$ cat src/rtl/trap_entry_pkg.sv
package trap_entry_pkg;

    // Architectural field widths fixed by the saved state layout
    localparam int GL_W    = 3;
    localparam int CCR_W   = 8;
    localparam int ASI_W   = 8;
    localparam int PS_W    = 13;
    localparam int CWP_W   = 5;
    localparam int TT_W    = 9;
    localparam int WORD_W  = 64;

    // Field placement inside the saved state word
    localparam int TS_GL_LSB  = 40;
    localparam int TS_CCR_LSB = 32;
    localparam int TS_ASI_LSB = 24;
    localparam int TS_PS_LSB  = 8;
    localparam int TS_CWP_LSB = 0;

    // Processor state word bit positions
    localparam int PS_IE   = 1;
    localparam int PS_PRIV = 2;
    localparam int PS_AM   = 3;
    localparam int PS_PEF  = 4;
    localparam int PS_TLE  = 8;
    localparam int PS_CLE  = 9;

    localparam logic [TT_W-1:0] TT_CLEAN = 9'h024;

    typedef enum logic [1:0] {
        WIN_KEEP  = 2'd0,
        WIN_CLEAN = 2'd1,
        WIN_SPILL = 2'd2,
        WIN_FILL  = 2'd3
    } win_move_e;

    // 0x080..0x0BF has bits 8:6 = 010, 0x0C0..0x0FF has bits 8:6 = 011
    function automatic win_move_e classify_tt(input logic [TT_W-1:0] tt);
        if (tt == TT_CLEAN)
            return WIN_CLEAN;
        else if (tt[8:6] == 3'b010)
            return WIN_SPILL;
        else if (tt[8:6] == 3'b011)
            return WIN_FILL;
        else
            return WIN_KEEP;
    endfunction

endpackage

$ cat src/rtl/trap_win_adjust.sv
module trap_win_adjust
    import trap_entry_pkg::*;
#(
    parameter int NWIN = 8
) (
    input  logic [CWP_W-1:0] cwp_cur,
    input  logic [CWP_W-1:0] cansave,
    input  logic [TT_W-1:0]  tt,
    output logic [CWP_W-1:0] cwp_nxt
);

    localparam int  SUM_W = CWP_W + 2;
    localparam bit  POW2  = ((NWIN & (NWIN - 1)) == 0);

    win_move_e          move;
    logic [SUM_W-1:0]   raw_sum;
    logic [SUM_W-1:0]   wrapped;

    always_comb begin
        move    = classify_tt(tt);
        raw_sum = SUM_W'(cwp_cur);
        unique case (move)
            WIN_KEEP:  raw_sum = SUM_W'(cwp_cur);
            WIN_CLEAN: raw_sum = SUM_W'(cwp_cur) + SUM_W'(1);
            WIN_SPILL: raw_sum = SUM_W'(cwp_cur) + SUM_W'(cansave) + SUM_W'(2);
            WIN_FILL:  raw_sum = SUM_W'(cwp_cur) + SUM_W'(NWIN - 1);
        endcase
    end

    generate
        if (POW2) begin : g_mask
            always_comb wrapped = raw_sum & SUM_W'(NWIN - 1);
        end else begin : g_mod
            always_comb wrapped = raw_sum % SUM_W'(NWIN);
        end
    endgenerate

    always_comb begin
        if (move == WIN_KEEP)
            cwp_nxt = cwp_cur;
        else
            cwp_nxt = CWP_W'(wrapped);
    end

endmodule

$ cat src/rtl/trap_ctl_xform.sv
module trap_ctl_xform
    import trap_entry_pkg::*;
#(
    parameter int MAX_TL = 6,
    parameter int MAX_GL = 3,
    parameter int LVL_W  = 3
) (
    input  logic [LVL_W-1:0]  tl_cur,
    input  logic [GL_W-1:0]   gl_cur,
    input  logic [CCR_W-1:0]  ccr_cur,
    input  logic [ASI_W-1:0]  asi_cur,
    input  logic [PS_W-1:0]   ps_cur,
    input  logic [CWP_W-1:0]  cwp_cur,
    output logic [LVL_W-1:0]  tl_nxt,
    output logic [GL_W-1:0]   gl_nxt,
    output logic [PS_W-1:0]   ps_nxt,
    output logic [WORD_W-1:0] tstate_word
);

    always_comb begin
        if (tl_cur >= LVL_W'(MAX_TL))
            tl_nxt = LVL_W'(MAX_TL);
        else
            tl_nxt = tl_cur + LVL_W'(1);

        if (gl_cur >= GL_W'(MAX_GL))
            gl_nxt = GL_W'(MAX_GL);
        else
            gl_nxt = gl_cur + GL_W'(1);
    end

    always_comb begin
        ps_nxt          = ps_cur;
        ps_nxt[PS_PEF]  = 1'b1;
        ps_nxt[PS_PRIV] = 1'b1;
        ps_nxt[PS_AM]   = 1'b0;
        ps_nxt[PS_IE]   = 1'b0;
        ps_nxt[PS_CLE]  = ps_cur[PS_TLE];
    end

    always_comb begin
        tstate_word = '0;
        tstate_word[TS_GL_LSB  +: GL_W]  = gl_cur;
        tstate_word[TS_CCR_LSB +: CCR_W] = ccr_cur;
        tstate_word[TS_ASI_LSB +: ASI_W] = asi_cur;
        tstate_word[TS_PS_LSB  +: PS_W]  = ps_cur;
        tstate_word[TS_CWP_LSB +: CWP_W] = cwp_cur;
    end

endmodule

$ cat src/rtl/trap_save_bank.sv
module trap_save_bank
    import trap_entry_pkg::*;
#(
    parameter int MAX_TL = 6,
    parameter int LVL_W  = 3,
    parameter int ADDR_W = 64,
    parameter int HPS_W  = 12
) (
    input  logic              clk,
    input  logic              rst_n,
    input  logic              wr_en,
    input  logic [LVL_W-1:0]  wr_lvl,
    input  logic [WORD_W-1:0] wr_tstate,
    input  logic [ADDR_W-1:0] wr_tpc,
    input  logic [ADDR_W-1:0] wr_tnpc,
    input  logic [HPS_W-1:0]  wr_htstate,
    input  logic [TT_W-1:0]   wr_tt,
    input  logic [LVL_W-1:0]  rd_lvl,
    output logic [WORD_W-1:0] rd_tstate,
    output logic [ADDR_W-1:0] rd_tpc,
    output logic [ADDR_W-1:0] rd_tnpc,
    output logic [HPS_W-1:0]  rd_htstate,
    output logic [TT_W-1:0]   rd_tt
);

    localparam int DEPTH = MAX_TL + 1;

    logic [WORD_W-1:0] tstate_mem  [DEPTH];
    logic [ADDR_W-1:0] tpc_mem     [DEPTH];
    logic [ADDR_W-1:0] tnpc_mem    [DEPTH];
    logic [HPS_W-1:0]  htstate_mem [DEPTH];
    logic [TT_W-1:0]   tt_mem      [DEPTH];
    logic              rd_ok;

    always_ff @(posedge clk or negedge rst_n) begin
        if (!rst_n) begin
            for (int i = 0; i < DEPTH; i++) begin
                tstate_mem[i]  <= '0;
                tpc_mem[i]     <= '0;
                tnpc_mem[i]    <= '0;
                htstate_mem[i] <= '0;
                tt_mem[i]      <= '0;
            end
        end else if (wr_en) begin
            tstate_mem[wr_lvl]  <= wr_tstate;
            tpc_mem[wr_lvl]     <= wr_tpc;
            tnpc_mem[wr_lvl]    <= wr_tnpc;
            htstate_mem[wr_lvl] <= wr_htstate;
            tt_mem[wr_lvl]      <= wr_tt;
        end
    end

    always_comb begin
        rd_ok      = (32'(rd_lvl) <= MAX_TL);
        rd_tstate  = rd_ok ? tstate_mem[rd_lvl]  : '0;
        rd_tpc     = rd_ok ? tpc_mem[rd_lvl]     : '0;
        rd_tnpc    = rd_ok ? tnpc_mem[rd_lvl]    : '0;
        rd_htstate = rd_ok ? htstate_mem[rd_lvl] : '0;
        rd_tt      = rd_ok ? tt_mem[rd_lvl]      : '0;
    end


    tt_saved_chk: assert property (@(posedge clk) disable iff (!rst_n)
        wr_en |=> tt_mem[$past(wr_lvl)] == $past(wr_tt));


    pc_saved_chk: assert property (@(posedge clk) disable iff (!rst_n)
        wr_en |=> tpc_mem[$past(wr_lvl)] == $past(wr_tpc));

endmodule

$ cat src/rtl/trap_entry_unit.sv
module trap_entry_unit
    import trap_entry_pkg::*;
#(
    parameter int NWIN   = 8,
    parameter int MAX_TL = 6,
    parameter int MAX_GL = 3,
    parameter int ADDR_W = 64,
    parameter int HPS_W  = 12,
    localparam int LVL_W = $clog2(MAX_TL + 1)
) (
    input  logic              clk,
    input  logic              rst_n,
    input  logic              take_trap,
    input  logic [TT_W-1:0]   trap_type,
    input  logic [LVL_W-1:0]  cur_tl,
    input  logic [GL_W-1:0]   cur_gl,
    input  logic [CCR_W-1:0]  cur_ccr,
    input  logic [ASI_W-1:0]  cur_asi,
    input  logic [PS_W-1:0]   cur_pstate,
    input  logic [HPS_W-1:0]  cur_hpstate,
    input  logic [CWP_W-1:0]  cur_cwp,
    input  logic [CWP_W-1:0]  cur_cansave,
    input  logic [ADDR_W-1:0] cur_pc,
    input  logic [ADDR_W-1:0] cur_npc,
    output logic [LVL_W-1:0]  new_tl,
    output logic [GL_W-1:0]   new_gl,
    output logic [PS_W-1:0]   new_pstate,
    output logic [CWP_W-1:0]  new_cwp,
    input  logic [LVL_W-1:0]  rd_lvl,
    output logic [WORD_W-1:0] rd_tstate,
    output logic [ADDR_W-1:0] rd_tpc,
    output logic [ADDR_W-1:0] rd_tnpc,
    output logic [HPS_W-1:0]  rd_htstate,
    output logic [TT_W-1:0]   rd_tt
);

    logic [LVL_W-1:0]  tl_nxt;
    logic [GL_W-1:0]   gl_nxt;
    logic [PS_W-1:0]   ps_nxt;
    logic [CWP_W-1:0]  cwp_nxt;
    logic [WORD_W-1:0] tstate_word;

    trap_ctl_xform #(
        .MAX_TL (MAX_TL),
        .MAX_GL (MAX_GL),
        .LVL_W  (LVL_W)
    ) u_ctl (
        .tl_cur      (cur_tl),
        .gl_cur      (cur_gl),
        .ccr_cur     (cur_ccr),
        .asi_cur     (cur_asi),
        .ps_cur      (cur_pstate),
        .cwp_cur     (cur_cwp),
        .tl_nxt      (tl_nxt),
        .gl_nxt      (gl_nxt),
        .ps_nxt      (ps_nxt),
        .tstate_word (tstate_word)
    );

    trap_win_adjust #(
        .NWIN (NWIN)
    ) u_win (
        .cwp_cur (cur_cwp),
        .cansave (cur_cansave),
        .tt      (trap_type),
        .cwp_nxt (cwp_nxt)
    );

    trap_save_bank #(
        .MAX_TL (MAX_TL),
        .LVL_W  (LVL_W),
        .ADDR_W (ADDR_W),
        .HPS_W  (HPS_W)
    ) u_bank (
        .clk        (clk),
        .rst_n      (rst_n),
        .wr_en      (take_trap),
        .wr_lvl     (tl_nxt),
        .wr_tstate  (tstate_word),
        .wr_tpc     (cur_pc),
        .wr_tnpc    (cur_npc),
        .wr_htstate (cur_hpstate),
        .wr_tt      (trap_type),
        .rd_lvl     (rd_lvl),
        .rd_tstate  (rd_tstate),
        .rd_tpc     (rd_tpc),
        .rd_tnpc    (rd_tnpc),
        .rd_htstate (rd_htstate),
        .rd_tt      (rd_tt)
    );

    always_ff @(posedge clk or negedge rst_n) begin
        if (!rst_n) begin
            new_tl     <= '0;
            new_gl     <= '0;
            new_pstate <= '0;
            new_cwp    <= '0;
        end else if (take_trap) begin
            new_tl     <= tl_nxt;
            new_gl     <= gl_nxt;
            new_pstate <= ps_nxt;
            new_cwp    <= cwp_nxt;
        end
    end


    tl_step_chk: assert property (@(posedge clk) disable iff (!rst_n)
        (take_trap && (32'(cur_tl) < MAX_TL)) |=> (32'(new_tl) == 32'($past(cur_tl)) + 1));


    gl_bound_chk: assert property (@(posedge clk) disable iff (!rst_n)
        take_trap |=> (32'(new_gl) <= MAX_GL));


    ps_bits_chk: assert property (@(posedge clk) disable iff (!rst_n)
        take_trap |=> (new_pstate[PS_PEF] && new_pstate[PS_PRIV]
                       && !new_pstate[PS_AM] && !new_pstate[PS_IE]));


    clean_step_chk: assert property (@(posedge clk) disable iff (!rst_n)
        (take_trap && trap_type == TT_CLEAN)
            |=> (32'(new_cwp) == (32'($past(cur_cwp)) + 1) % NWIN));


    keep_win_chk: assert property (@(posedge clk) disable iff (!rst_n)
        (take_trap && classify_tt(trap_type) == WIN_KEEP) |=> (new_cwp == $past(cur_cwp)));


    hold_chk: assert property (@(posedge clk) disable iff (!rst_n)
        !take_trap |=> ($stable(new_tl) && $stable(new_gl)
                        && $stable(new_pstate) && $stable(new_cwp)));

endmodule

$ cat config.mk
export PLATFORM = sky130hd
export DESIGN_NAME = trap_entry_unit
export DESIGN_NICKNAME = d
export VERILOG_FILES = /design/src/rtl/trap_entry_pkg.sv /design/src/rtl/trap_win_adjust.sv /design/src/rtl/trap_ctl_xform.sv /design/src/rtl/trap_save_bank.sv /design/src/rtl/trap_entry_unit.sv
export SDC_FILE = /design/constraint.sdc
export NUM_CORES = 2
export LEC_CHECK = 0
export BUFFER_PORTS_ARGS = -buffer_cell sky130_fd_sc_hd__buf_2
export CAP_MARGIN = 20
export CORE_ASPECT_RATIO = 1.1
export CORE_MARGIN = 1
export CORE_UTILIZATION = 43
export CTS_CLUSTER_DIAMETER = 100
export DETAILED_ROUTE_END_ITERATION = 12
export SYNTH_ARGS = -nofsm -noshare
export SYNTH_HDL_FRONTEND = slang
export SYNTH_SLANG_ARGS = --single-unit
$ cat constraint.sdc
create_clock -name clk -period 2.3 [get_ports clk]
set_input_delay 0.345 -clock clk [delete_from_list [all_inputs] [get_ports clk]]
set_output_delay 0.345 -clock clk [all_outputs]
set_load 0.02 [all_outputs]
# [After elaboration in Yosys (flattened, before gate mapping)]
# Index checks and enable logic that the tools add are counted.
[op_classes] reduce_logical=2 bitwise_logic=2 n_mux=38 n_addsub=6 n_eq_ne=6 n_lt_le_gt_ge=6
[op_table] operator="$bwmux 448" count=3
[op_table] operator="$mux 64" count=10
[op_table] operator="$bmux 64 s3" count=3
[op_table] operator="$demux 64 s3" count=1
[op_table] operator="$bwmux 84" count=1
[op_table] operator="$bwmux 63" count=1
[op_table] operator="$mux 12" count=4
[op_table] operator="$bmux 12 s3" count=1
[op_table] operator="$demux 12 s3" count=1
[op_table] operator="$mux 9" count=4
[op_table] operator="$bmux 9 s3" count=1
[op_table] operator="$demux 9 s3" count=1
[op_table] operator="$add 3x1->3 const B" count=3
[op_table] operator="$eq 9x6->1 const B" count=1
[op_table] operator="$pmux 3 s3" count=1
[op_table] operator="$ge 4x4->1 const B" count=2
[op_table] operator="$not 3->4" count=2
[op_table] operator="$eq 3x2->1 const B" count=2
[op_table] operator="$mux 2" count=3
[op_table] operator="$mux 3" count=2
[op_table] operator="$mux 5" count=1
[op_table] operator="$eq 2x2->1 const B" count=2
[op_table] operator="$lt 4x1->1 const B" count=1
[op_table] operator="$add 3x2->3 const B" count=1
[op_table] operator="other kinds (8)" count=8
[word_totals] word_cells=99 inputBits=200 out_inout_bits=237 ff_bits=1513

# [Depth between registers and ports, before layout]
[depth] ltp_word=8 mapped_depth=9 depth_no_buf=8

# [Modules after synthesis]
# Synthesis repeated with hierarchy kept, for this count alone.
[unflattened] hier_cells=5007 area_unflattened_um2=69549.2
[modules_own_cells] module="trap_save_bank" cells_each=4838 area_per_inst_um2=67618.6 seq_area_each_um2=37310.8 instances=1
[modules_own_cells] module="trap_entry_unit" cells_each=51 area_per_inst_um2=997.2 seq_area_each_um2=600.6 instances=1
[modules_own_cells] module="trap_ctl_xform" cells_each=91 area_per_inst_um2=684.4 seq_area_each_um2=0.0 instances=1
[modules_own_cells] module="trap_win_adjust" cells_each=27 area_per_inst_um2=249.0 seq_area_each_um2=0.0 instances=1

# [Worst setup path after synthesis]
# Ideal clock, no wire load.
[synth_path] kind="input port to flip-flop" from="input port cur_tl[0]" to="register u_bank.htstate_mem[53] in the netlist's numbering" slack_ps=-241 setup_time_ps=125 t_arrival_ps=2416 t_required_ps=2175 cell_stages=9 n_path_buf=3 path_cell_list="inv_1 -> ha_1 -> or3b_1 -> mux2_4 -> or4_1 -> buf_2 -> buf_12 -> buf_8 -> mux2_4"
[synth_via] elab_chain_cells=8 word_cells_on_any_way=10 cone_classes="add/sub: 1; order compare: 3; mux: 4; bitwise: 1; reduce/logical: 1"
[synth_rtl] element="start, declared" line="trap_entry_unit.sv:15" rtl="input logic [LVL_W-1:0] cur_tl,"
[synth_rtl] element="$add 3x1->3 or $ge 3x3->1 (tied branches)" line="trap_ctl_xform.sv:24, trap_ctl_xform.sv:21"
[synth_rtl] element="$mux 3 *" line="trap_ctl_xform.sv:21" rtl="if (tl_cur >= LVL_W'(MAX_TL))"
[synth_rtl] element="$not 3->4 (not written as such) *" line="trap_save_bank.sv:48" rtl="htstate_mem[wr_lvl] <= wr_htstate;"
[synth_rtl] element="$ge 4x4->1 (not written as such) or $lt 4x1->1 (tied branches)" line="trap_save_bank.sv:48"
[synth_rtl] element="$logic_and 1x1->1 (not written as such)" line="trap_save_bank.sv:48"
[synth_rtl] element="$mux 12 (not written as such)" line="trap_save_bank.sv:48"
[synth_rtl] element="$demux 12 s3 *" line="trap_save_bank.sv:48"
[synth_rtl] element="$bwmux 84 *" line="trap_save_bank.sv:48"
[synth_rtl] element="end signal, assigned by index" line="trap_save_bank.sv:48"
[synth_rtl] element="end, declared" line="trap_save_bank.sv:31" rtl="logic [HPS_W-1:0] htstate_mem [DEPTH];"
# Mark *: on every way between the ends. The rest lies on a longest branch, timed or not.
# A chain may end at the register's enable or synchronous reset.

# [Final worst setup path]
[layout_path] from="register u_bank.tstate_mem[193] in the netlist's numbering" to="output port rd_tstate[1]"
[layout_via] elab_chain_cells=4
[layout_rtl] element="start, declared" line="trap_save_bank.sv:28" rtl="logic [WORD_W-1:0] tstate_mem [DEPTH];"
[layout_rtl] element="start signal, assigned by index" line="trap_save_bank.sv:45" rtl="tstate_mem[wr_lvl] <= wr_tstate;"
[layout_rtl] element="$bmux 64 s3" line="trap_save_bank.sv:55" rtl="rd_tstate = rd_ok ? tstate_mem[rd_lvl] : '0;"
[layout_rtl] element="$mux 64 (not written as such) (2 in a row)" line="trap_save_bank.sv:55"
[layout_rtl] element="$mux 64" line="trap_save_bank.sv:55"
[layout_rtl] element="end, declared" line="trap_entry_unit.sv:30" rtl="output logic [WORD_W-1:0] rd_tstate,"
# Every way passes these cells. The select of a mux whose other input is x is not followed.

==> flow_metrics.env <==
export IMPL_grt_overflow_total=0
export IMPL_cp_slowest_cell="mux4_2"
export IMPL_cts_root_buffer="clkbuf_16"
export IMPL_ys_ff_latch=1322
export IMPL_required_ps=1960
export IMPL_synthTopCellsByArea="dfrtp_1 (55%), mux2_2 (22%), mux4_2 (7.0%)"
export IMPL_ir_worst_vdd_uv=739
export IMPL_synth_area_leader_cell="dfrtp_1"
export IMPL_hold_path_class="primary input to register"
export IMPL_initial_utilization=0.433
export IMPL_clk_pin_slew_worst_paths_ps=60
export IMPL_place_port_buffers=405
export IMPL_grt_antenna_before_repair=16
export IMPL_fin_ws_ps=-98.1
export IMPL_synth_common_cells="dfrtp_1 (1322), mux2_2 (1171), a21oi_1 (375), nor2_1 (375), mux2i_1 (190)"
export IMPL_rsz0062_at_grt="yes"
export IMPL_p_total_mw=74.0
export IMPL_switching_share=0.272
export IMPL_yosysUniqueCellTypes=47
export IMPL_maxSlewViolCount=0
export IMPL_drt_pass1_iterations=5
export IMPL_die_h_um=393
export IMPL_violations="setup timing"
export IMPL_internal_power_mw=53.9
export IMPL_dpl_hpwl_mm=101
export IMPL_pin_count=437
export IMPL_die_area_sq_mm=0.141
export IMPL_drive_gt1_frac=0.546
export IMPL_drcViolationCount=0
export IMPL_synth_cells=4149
export IMPL_p_sw_mw=20.1
export IMPL_cts_max_path_buffers=3
export IMPL_grt_start_max_net_pins=92
export IMPL_antenna_left=0
export IMPL_status="complete, but fails checks"
export IMPL_critical_path_cell_chain="mux4_2 > nor2_4 > a21oi_4 > buf_6"
export IMPL_gp_congestion=0.774
export IMPL_synth_top_cell_area_share=0.553
export IMPL_min_period_ps=2400
export IMPL_finalSetupTns_ps=-4300
export IMPL_start_kind="register"
export IMPL_cp_max_fo=2
export IMPL_grt_pass1_wl_mm=242
export IMPL_ys_seq_area_frac=0.553
export IMPL_sequentialPowerShare=0.448
export IMPL_clkPwrFrac=0.313
export IMPL_fp_dieW_um=358
export IMPL_vias=37100
export IMPL_ys_flop_type="dfrtp_1"
export IMPL_rows=143
export IMPL_async_flop_share=1.00
export IMPL_ys_warn_count=0
export IMPL_avgSynthCellArea_sq_um=14.4
export IMPL_powerDensity_mw_per_mm2=981
export IMPL_cp_end_kind="primary output"
export IMPL_synth_most_common_cell="dfrtp_1"
export IMPL_setup_viol=131
export IMPL_critPathKind="register to primary output"
export IMPL_cp_slowest_stage_delay_ps=530
export IMPL_synth_cell_area_sq_mm=0.0599
export IMPL_path_delay_family="multiplexers"
export IMPL_syn2layout_area_growth_pct=25.9
export IMPL_p_leak_nw=33.4
export IMPL_htree_levels=4
export IMPL_grt_pass1_vias=40400
export IMPL_routedWlPerCell_um=22.2
export IMPL_core_area_sq_mm=0.138
export IMPL_cts_buffers=145
export IMPL_clock_latency_ps=780
export IMPL_final_util=0.546
export IMPL_fmax_ghz=0.417
export IMPL_maxCapViolCount=0
export IMPL_arrival_ps=2050
export IMPL_max_slew_margin=0.628
export IMPL_critical_path_buf_inv_count=1
export IMPL_tightest_slew_ps=558
export IMPL_clock_sinks=1322
export IMPL_wirelength_mm=153
export IMPL_period_share=1.04
export IMPL_synth_edf_count=0
export IMPL_stdcell_area_sq_mm=0.0754
export IMPL_cts_tree="done"
export IMPL_finClkSkew_ps=0
export IMPL_grt_usage=0.221
export IMPL_p_comb_frac=0.240
export IMPL_place_area_sq_mm=0.0668
export IMPL_nets=5157
export IMPL_drt_iter0_drc=1837
export IMPL_hold_violations=0
export IMPL_via_per_inst=5.41
-- power groups by stage --
stage / logic [mW] / registers [mW] / clock network (mW)
after floorplan: 11.6 / 32.4 / 0
after global placement: 15.5 / 33.2 / 0
final: 17.7 / 33.1 / 23.1
after CTS: 17.0 / 33.1 / 23.8
after detailed placement: 16.0 / 33.4 / 0
after global routing: 19.2 / 33.9 / 24.7
-- metal layers --
layer,vias up,part of all wire,GRT usage
li1,16600,-,-
met1,19600,0.46,0.307
met2,675,0.48,0.355
met3,227,0.039,0.0371
met5,-,0.00075,0
met4,18,0.022,0.0619
-- sequential cells by signal, summed over array words and instances (netlist names) --
register / count
u_bank.tpc_mem: 448
u_bank.tstate_mem: 259
u_bank.tnpc_mem: 448
u_bank.htstate_mem: 84
u_bank.tt_mem: 63
new_gl: 3
new_pstate: 9
new_tl: 3
new_cwp: 5
-- path summary, 6_finish.rpt --
kind / from / to / slack, ps / depth (start not counted)
setup / recovery: u_bank.tstate_mem[193] / rd_tstate[1] / -100 / 4
hold / removal: cur_cwp[1] / u_bank.tstate_mem[65] / 80 / 3
setup reg to reg: u_bank.htstate_mem[56] / u_bank.htstate_mem[56] / 1300 / 3
hold reg to reg: new_pstate[4] / new_pstate[4] / 480 / 1
max in group asynchronous: rst_n / u_bank.tpc_mem[370] / 1200 / 3
min in group asynchronous: rst_n / u_bank.tpc_mem[360] / 140 / 2
-- final cells by class --
class	count	area, sq um
Sequential cell	1322	33100
Clock buffer	218	4360
Inverter	8	42.5
Fill cell	11300	62700
Timing Repair Buffer	950	8910
Antenna cell	6	15.0
Clock inverter	28	370
Tap cell	1812	2270
Multi-Input combinational cell	2522	26300
-- metrics by stage --
stage	cells	worst slack [ps]	hold WS [ps]
after detailed placement	6391	-509	331
after CTS	6830	-179	6.61
final	6866	-98.1	80.8
after floorplan	4177	-115	49.4
after global routing	6865	-186	42.1
after global placement	6391	-484	328
-- worst register-to-register path, stage by stage (launching register included) --
cell	delay [ps]
dfrtp_1	390
buf_4	140
buf_4	120
mux2_4	240
-- cells by family after synthesis --
kind of cell,count (synthesis),synth area share
buffers and inverters,333,0.0273
multiplexers,1688,0.357
AND/OR/NAND/NOR,403,0.0265
XOR/XNOR,2,0.000543
adder cells (fa/ha/maj),8,0.00180
flip-flops,1322,0.553
AO/OA/AOI/OAI,392,0.0336
other,1,0.0000627
-- timing repair --
action / 4_1_cts / 5_1_grt
hold buffers: 185 / 0
gates cloned: 0 / 0
hold endpoints to repair: 2094 / 0
gates resized for setup: 257 / 280
setup buffers: 23 / 31
setup endpoints to repair: 186 / 186
pin swaps: 32 / 80
-- cell usage in the layout (no fill, tap or decap), drive strengths merged, types with 2 or more instances in the layout --
cell | synthesis | routed
dfrtp | 1322 | 1322
mux2 | 1312 | 1312
buf | 154 | 765
a21oi | 375 | 375
nor2 | 375 | 375
clkbuf | 171 | 218
mux2i | 190 | 190
mux4 | 186 | 186
dlygate4sd3 | 0 | 185
conb | 1 | 29
clkinv | 1 | 19
inv | 7 | 9
ha | 7 | 7
diode | 0 | 6
nand2 | 6 | 6
nand2b | 5 | 5
bufinv | 0 | 5
o2bb2ai | 4 | 4
clkinvlp | 0 | 3
nor3 | 3 | 3
o21ai | 3 | 3
nand4 | 2 | 2
o22a | 2 | 2
o31ai | 2 | 2
or3 | 2 | 2
nor2b | 2 | 2
nor4 | 2 | 2
(Power assumes the default switching activity.)
